==> config.mk <==
export PLATFORM = sky130hd
export DESIGN_NAME = eaddr_gen
export DESIGN_NICKNAME = d
export VERILOG_FILES = /design/src/rtl/eag_pkg.sv /design/src/rtl/eag_decode.sv /design/src/rtl/eag_incr.sv /design/src/rtl/eaddr_gen.sv
export SDC_FILE = /design/constraint.sdc
export NUM_CORES = 2
export LEC_CHECK = 0
export ABC_AREA = 1
export BUFFER_PORTS_ARGS = -buffer_cell sky130_fd_sc_hd__buf_2
export CORE_MARGIN = 2
export CORE_UTILIZATION = 51
export DETAILED_ROUTE_END_ITERATION = 8
export GPL_TIMING_DRIVEN = 0
export PLACE_DENSITY = 0.78
export SKIP_CTS_REPAIR_TIMING = 1
export SKIP_LAST_GASP = 1
export SLEW_MARGIN = 5
export SYNTH_ARGS = -nofsm -noshare
export SYNTH_HDL_FRONTEND = slang
export SYNTH_SLANG_ARGS = --single-unit
==> constraint.sdc <==
create_clock -name clk -period 5 [get_ports clk]
set_clock_uncertainty 0.1 [all_clocks]
set_input_delay 1 -clock clk [delete_from_list [all_inputs] [get_ports clk]]
set_output_delay 1 -clock clk [all_outputs]
set_load 0.02 [all_outputs]
==> src/rtl/eag_pkg.sv <==
package eag_pkg;
  typedef enum logic [2:0] {
    K_DIRECT, K_PCREL, K_ARRAY, K_TABLE, K_AINC, K_FLEX
  } ea_kind_e;

  typedef enum logic [1:0] {
    S_IDLE, S_CALC, S_FETCH, S_WAITACC
  } eag_state_e;
endpackage

==> src/rtl/eag_decode.sv <==
module eag_decode
  import eag_pkg::*;
#(
  parameter int XLEN = 64,
  parameter int DW   = 15
) (
  input  logic [1:0]      fmt,
  input  logic [2:0]      base_f,
  input  logic [DW-1:0]   disp_f,
  input  logic [2:0]      idx_f,
  output ea_kind_e        kind,
  output logic            base_en,
  output logic [4:0]      base_sel,
  output logic [XLEN-1:0] offset,
  output logic            illegal
);
  localparam int SHORTW = 12;
  localparam int RELW   = 11;
  localparam int SCW    = 9;

  always_comb begin
    kind     = K_DIRECT;
    base_en  = 1'b0;
    base_sel = 5'd0;
    offset   = '0;
    illegal  = 1'b0;
    case (fmt)
      2'd0: begin
        base_en  = (base_f != 3'd0);
        base_sel = {2'b11, base_f};
        offset   = {{(XLEN-SHORTW){1'b0}}, disp_f[SHORTW-1:0]};
      end
      2'd1: begin
        base_en  = 1'b1;
        base_sel = 5'd16;
        offset   = {{(XLEN-DW){1'b0}}, disp_f};
      end
      default: begin
        if (base_f != 3'd0) begin
          base_en  = 1'b1;
          base_sel = {2'b10, base_f};
          offset   = {{(XLEN-SHORTW){1'b0}}, disp_f[SHORTW-1:0]};
        end else if (!disp_f[SHORTW-1]) begin
          kind   = K_PCREL;
          offset = {{(XLEN-RELW){disp_f[RELW-1]}}, disp_f[RELW-1:0]};
        end else begin
          base_en  = 1'b1;
          base_sel = 5'd17;
          offset   = {{(XLEN-SCW-3){1'b0}}, disp_f[SCW-1:0], 3'b000};
          case (disp_f[10:9])
            2'b00:   kind = K_ARRAY;
            2'b01:   kind = K_TABLE;
            2'b10:   kind = K_AINC;
            default: kind = K_FLEX;
          endcase
          illegal = (disp_f[10:9] == 2'b11) && idx_f[0];
        end
      end
    endcase
  end
endmodule

==> src/rtl/eag_incr.sv <==
module eag_incr
  import eag_pkg::*;
#(
  parameter int XLEN = 64,
  parameter int SW   = 4
) (
  input  ea_kind_e        kind,
  input  logic [SW-1:0]   op_size,
  input  logic [XLEN-1:0] step_reg,
  input  logic [XLEN-1:0] idx_val,
  output logic [XLEN-1:0] idx_next
);
  logic [XLEN-1:0] step;

  always_comb begin
    if (kind == K_FLEX) step = step_reg;
    else                step = {{(XLEN-SW){1'b0}}, op_size};
    idx_next = idx_val + step;
  end
endmodule

==> src/rtl/eaddr_gen.sv <==
module eaddr_gen
  import eag_pkg::*;
#(
  parameter int XLEN = 64,
  parameter int DW   = 15,
  parameter int SW   = 4
) (
  input  logic            clk,
  input  logic            rst_n,
  input  logic            start,
  input  logic [1:0]      fmt,
  input  logic [2:0]      base_f,
  input  logic [DW-1:0]   disp_f,
  input  logic [2:0]      idx_f,
  input  logic [SW-1:0]   op_size,
  input  logic [XLEN-1:0] insn_end,
  input  logic            access_done,
  output logic [4:0]      rf_raddr_a,
  input  logic [XLEN-1:0] rf_rdata_a,
  output logic [4:0]      rf_raddr_b,
  input  logic [XLEN-1:0] rf_rdata_b,
  output logic            rf_we,
  output logic [4:0]      rf_waddr,
  output logic [XLEN-1:0] rf_wdata,
  output logic            mem_req,
  output logic [XLEN-1:0] mem_addr,
  input  logic            mem_ack,
  input  logic [XLEN-1:0] mem_rdata,
  output logic            busy,
  output logic            done,
  output logic            fault,
  output logic [XLEN-1:0] ea
);
  ea_kind_e        d_kind, q_kind;
  logic            d_base_en, q_base_en;
  logic [4:0]      d_base_sel, q_base_sel;
  logic [XLEN-1:0] d_offset, q_offset;
  logic            d_illegal, q_illegal;
  logic [2:0]      q_idx_f;
  logic [SW-1:0]   q_size;
  logic [XLEN-1:0] q_end;

  eag_state_e      state, n_state;
  logic            n_done, n_fault, n_req, n_we;
  logic [XLEN-1:0] n_ea, n_maddr, n_wdata, n_idxv, idxv_q;
  logic [4:0]      n_waddr;

  logic [XLEN-1:0] base_v, idx_val, anchor, sum, idx_next;
  logic            load;
  logic            auto_mode;

  eag_decode #(.XLEN(XLEN), .DW(DW)) u_dec (
    .fmt(fmt), .base_f(base_f), .disp_f(disp_f), .idx_f(idx_f),
    .kind(d_kind), .base_en(d_base_en), .base_sel(d_base_sel),
    .offset(d_offset), .illegal(d_illegal)
  );

  eag_incr #(.XLEN(XLEN), .SW(SW)) u_inc (
    .kind(q_kind), .op_size(q_size), .step_reg(rf_rdata_a),
    .idx_val(idx_val), .idx_next(idx_next)
  );

  assign load       = (state == S_IDLE) && start;
  assign busy       = (state != S_IDLE);
  assign auto_mode  = (q_kind == K_AINC) || (q_kind == K_FLEX);
  assign rf_raddr_a = (state == S_WAITACC) ? ({2'b00, q_idx_f} + 5'd1) : q_base_sel;
  assign rf_raddr_b = {2'b00, q_idx_f};

  always_comb begin
    base_v  = q_base_en ? rf_rdata_a : '0;
    idx_val = (q_idx_f != 3'd0) ? rf_rdata_b : '0;
    anchor  = (q_kind == K_PCREL) ? q_end : base_v;
    sum     = anchor + q_offset;
  end

  // next-state and next-output logic
  always_comb begin
    n_state = state;
    n_done  = 1'b0;
    n_fault = 1'b0;
    n_we    = 1'b0;
    n_req   = mem_req;
    n_maddr = mem_addr;
    n_ea    = ea;
    n_waddr = rf_waddr;
    n_wdata = rf_wdata;
    n_idxv  = idxv_q;
    case (state)
      S_IDLE: if (start) n_state = S_CALC;
      S_CALC: begin
        if (q_illegal) begin
          n_fault = 1'b1;
          n_state = S_IDLE;
        end else if ((q_kind == K_DIRECT) || (q_kind == K_PCREL)) begin
          n_ea    = sum + idx_val;
          n_done  = 1'b1;
          n_state = S_IDLE;
        end else begin
          n_maddr = (q_kind == K_TABLE) ? (sum + idx_val) : sum;
          n_req   = 1'b1;
          n_idxv  = idx_val;
          n_state = S_FETCH;
        end
      end
      S_FETCH: if (mem_ack) begin
        n_req   = 1'b0;
        n_ea    = (q_kind == K_TABLE) ? mem_rdata : (mem_rdata + idxv_q);
        n_done  = 1'b1;
        n_state = (auto_mode && (q_idx_f != 3'd0)) ? S_WAITACC : S_IDLE;
      end
      S_WAITACC: if (access_done) begin
        n_we    = 1'b1;
        n_waddr = {2'b00, q_idx_f};
        n_wdata = idx_next;
        n_state = S_IDLE;
      end
      default: n_state = S_IDLE;
    endcase
  end

  // instruction field capture, enabled on start
  always_ff @(posedge clk or negedge rst_n) begin
    if (!rst_n) begin
      q_kind     <= K_DIRECT;
      q_base_en  <= 1'b0;
      q_base_sel <= 5'd0;
      q_offset   <= '0;
      q_illegal  <= 1'b0;
      q_idx_f    <= 3'd0;
      q_size     <= '0;
      q_end      <= '0;
    end else if (load) begin
      q_kind     <= d_kind;
      q_base_en  <= d_base_en;
      q_base_sel <= d_base_sel;
      q_offset   <= d_offset;
      q_illegal  <= d_illegal;
      q_idx_f    <= idx_f;
      q_size     <= op_size;
      q_end      <= insn_end;
    end
  end

  // state and output registers
  always_ff @(posedge clk or negedge rst_n) begin
    if (!rst_n) begin
      state    <= S_IDLE;
      done     <= 1'b0;
      fault    <= 1'b0;
      mem_req  <= 1'b0;
      mem_addr <= '0;
      ea       <= '0;
      rf_we    <= 1'b0;
      rf_waddr <= 5'd0;
      rf_wdata <= '0;
      idxv_q   <= '0;
    end else begin
      state    <= n_state;
      done     <= n_done;
      fault    <= n_fault;
      mem_req  <= n_req;
      mem_addr <= n_maddr;
      ea       <= n_ea;
      rf_we    <= n_we;
      rf_waddr <= n_waddr;
      rf_wdata <= n_wdata;
      idxv_q   <= n_idxv;
    end
  end
endmodule

==> metrics <==
CTS H-tree lvls 2; Layout Nets 7213; ranking of synthesized cells by area dfrtp_1, nand2_1, nor2_1; chip height 272 um; most frequent cells in the layout nand2_1, nor2_1, inv_1, buf_2, dfrtp_1; met3 usage 0.0990; DR iter-0 viols 6264; Clock Pin Slew Worst Setup and Hold Paths 70 ps; Synth area leader dfrtp_1; slowest cell on the critical path dfrtp_1; Mean Syn Cell Area 6.03 um2; Syn Inst Count 6053; Critical Path End Type flip-flop; Post-Route WL 188 mm; Synth Register Bits 362; worst path buffer plus inverter count 4; commonest non-fill, non-tap cell in the layout nand2_1; Area growth, synth to finish 25.5%; share of layout cells above drive strength 1 0.212; count of cell types in the netlist 62; Crit Path Class flip-flop to flip-flop; Slew Limit Fails 0; Final GP Congestion 1.11; Slew HR 0.155; post-synth design cell area 36500 um2; global route overflow 0; Worst Tran Pin Value 1270 ps; IO Pins 500; GR Util met2 0.765; Fmax achieved 190 MHz; grt met1 use 0.542; Root Buffer clkbuf_16; status complete, but fails checks; worst setup margin -268 ps; global-route total usage across every layer 0.474; Required @ worst endpoint 5400 ps; initial antenna violation count 6; final count of negative-setup-slack endpoints 49; die width 272 um; post-synth top area share 0.248; Fin Hold WS 273 ps; drt wl/cell 24.6 um; failing checks negative setup slack; CP Launch Type flip-flop; TritonCTS clock tree done; DRC violations left 0; largest net degree at the start of global routing 110; Critical Path AT 5670 ps; dpl ws -1800 ps; clock tree buffer depth 3; max-cap violations 0; post-layout min period 5270 ps; post-DP HPWL 152 mm; gr busiest metal met2; EDFF count, synth 0; DR pass1 iterations 9; via count 45900; critical path's most frequent cell nand2_1; port buffer count 495; Final Cycle Share 1.05; die area 73800 um2; Syn. warnings 0; Via density 6.00; Initial Util 0.513; global-route wire length before repair 258 mm; most used flip-flop cell after synthesis dfrtp_1; Seq/Total Area, Yosys 0.248; RSZ-0062 raised after global routing true; CP delay by family, top simple AND/OR/NAND/NOR gates; HP Class input port to async pin; Hold Fails Final Rpt 0; max incr delay on CP 420 ps; Clock Sinks 362; Max Fanout on Critical Path 10; vias in the first global route 42500; Inserted Clock Buffers 43; Worst-Skew Late Latency 640 ps; # rows 98; core area 71200 um2; antenna-violating nets left 0; Post-synth ARST share 1.00
==> synthesized netlist by cell type (4+ instances only) <==
library cell and instances:
nand2_1 1879, nor2_1 931, inv_1 745, a21oi_1 466
dfrtp_1 362, o21ai_0 339, nand3_1 293, ha_1 268
clkbuf_1 115, xor2_1 70, a31oi_1 48, o21bai_1 47
nor3_1 42, xnor2_1 41, nand2_2 32, nand3b_1 31
a21o_1 30, o211ai_1 29, nand4_1 25, o21ai_1 25
buf_2 21, o21a_1 19, o21ai_2 14, a21boi_0 13
o22ai_1 13, buf_1 12, nand3_2 12, nor2_2 12
or2_2 11, a21oi_2 10, nor4_1 9, or2_1 9
buf_4 6, inv_2 6, xor2_2 6, o221ai_1 5
fa_1 4, mux2_2 4, nor3_2 4, o2111ai_1 4
==> sequential cells by signal, indices dropped and copies added (netlist names), 4 cells and up <==
| register | count |
|---|---|
| q_base_sel | 5 |
| q_end | 64 |
| idxv_q | 64 |
| ea | 64 |
| q_size | 4 |
| mem_addr | 64 |
| rf_wdata | 64 |
| q_offset | 16 |
==> per-stage QoR <==
step | instances | utilization | area, um2 | TNS, ps
finish | 7638 | 0.643 | 45800 | -3120
global route | 7636 | 0.643 | 45800 | -9900
CTS | 7582 | 0.587 | 41800 | -101570
detailed placement | 7505 | 0.566 | 40300 | -98410
global placement | 7501 | 0.564 | 40200 | -1596260
floorplan | 6056 | - | 36500 | 0
==> cell type report <==
| class | count | area [um2] |
|---|---|---|
| diodes | 3 | 7.51 |
| inverters | 753 | 2830 |
| multi-input cells | 4786 | 27500 |
| plain buffers | 155 | 761 |
| repair buffers | 552 | 3000 |
| clock inverters | 25 | 353 |
| flip-flops and latches | 362 | 9060 |
| clock buffers | 52 | 1160 |
| well taps | 950 | 1190 |
| fillers | 6474 | 25400 |
==> kinds of logic (layout without fill, tap and decap cells) <==
| family | count (synthesis) | count (layout) | share of synthesized area |
|---|---|---|---|
| AOI/OAI and AO/OA | 1084 | 1084 | 0.167 |
| muxes | 4 | 4 | 0.00123 |
| DFF | 362 | 362 | 0.248 |
| xor gates and xnor gates | 117 | 117 | 0.0293 |
| adders and majority gates | 272 | 272 | 0.0940 |
| and+or+nand+nor | 3305 | 3305 | 0.366 |
| other | 1 | 7 | 0.000103 |
| buffers and inverters | 908 | 1537 | 0.0949 |
==> per-layer routing <==
layer | wire length (um) | up-vias | part of all wire
li1 | - | 20600 | -
met1 | 64800 | 21000 | 0.34
met2 | 82400 | 3233 | 0.44
met3 | 20400 | 965 | 0.11
met4 | 20300 | 12 | 0.11
met5 | 78 | - | 0.00041
==> path summary, 6_finish.rpt <==
kind                       cells past startpoint       from            to  slack, ps
setup / recovery                              33  q_kind[1]  mem_addr[63]       -270
hold / removal                                 1      rst_n        ea[10]        270
setup reg to reg                              33  q_kind[1]  mem_addr[63]       -270
hold reg to reg                                2     ea[59]        ea[59]        370
max in group asynchronous                      3      rst_n  rf_wdata[53]       3090
min in group clk                               2     ea[59]        ea[59]        370
Power is not shown: default switching activity piles up to over one toggle a cycle in this logic, so the estimate is an artifact.
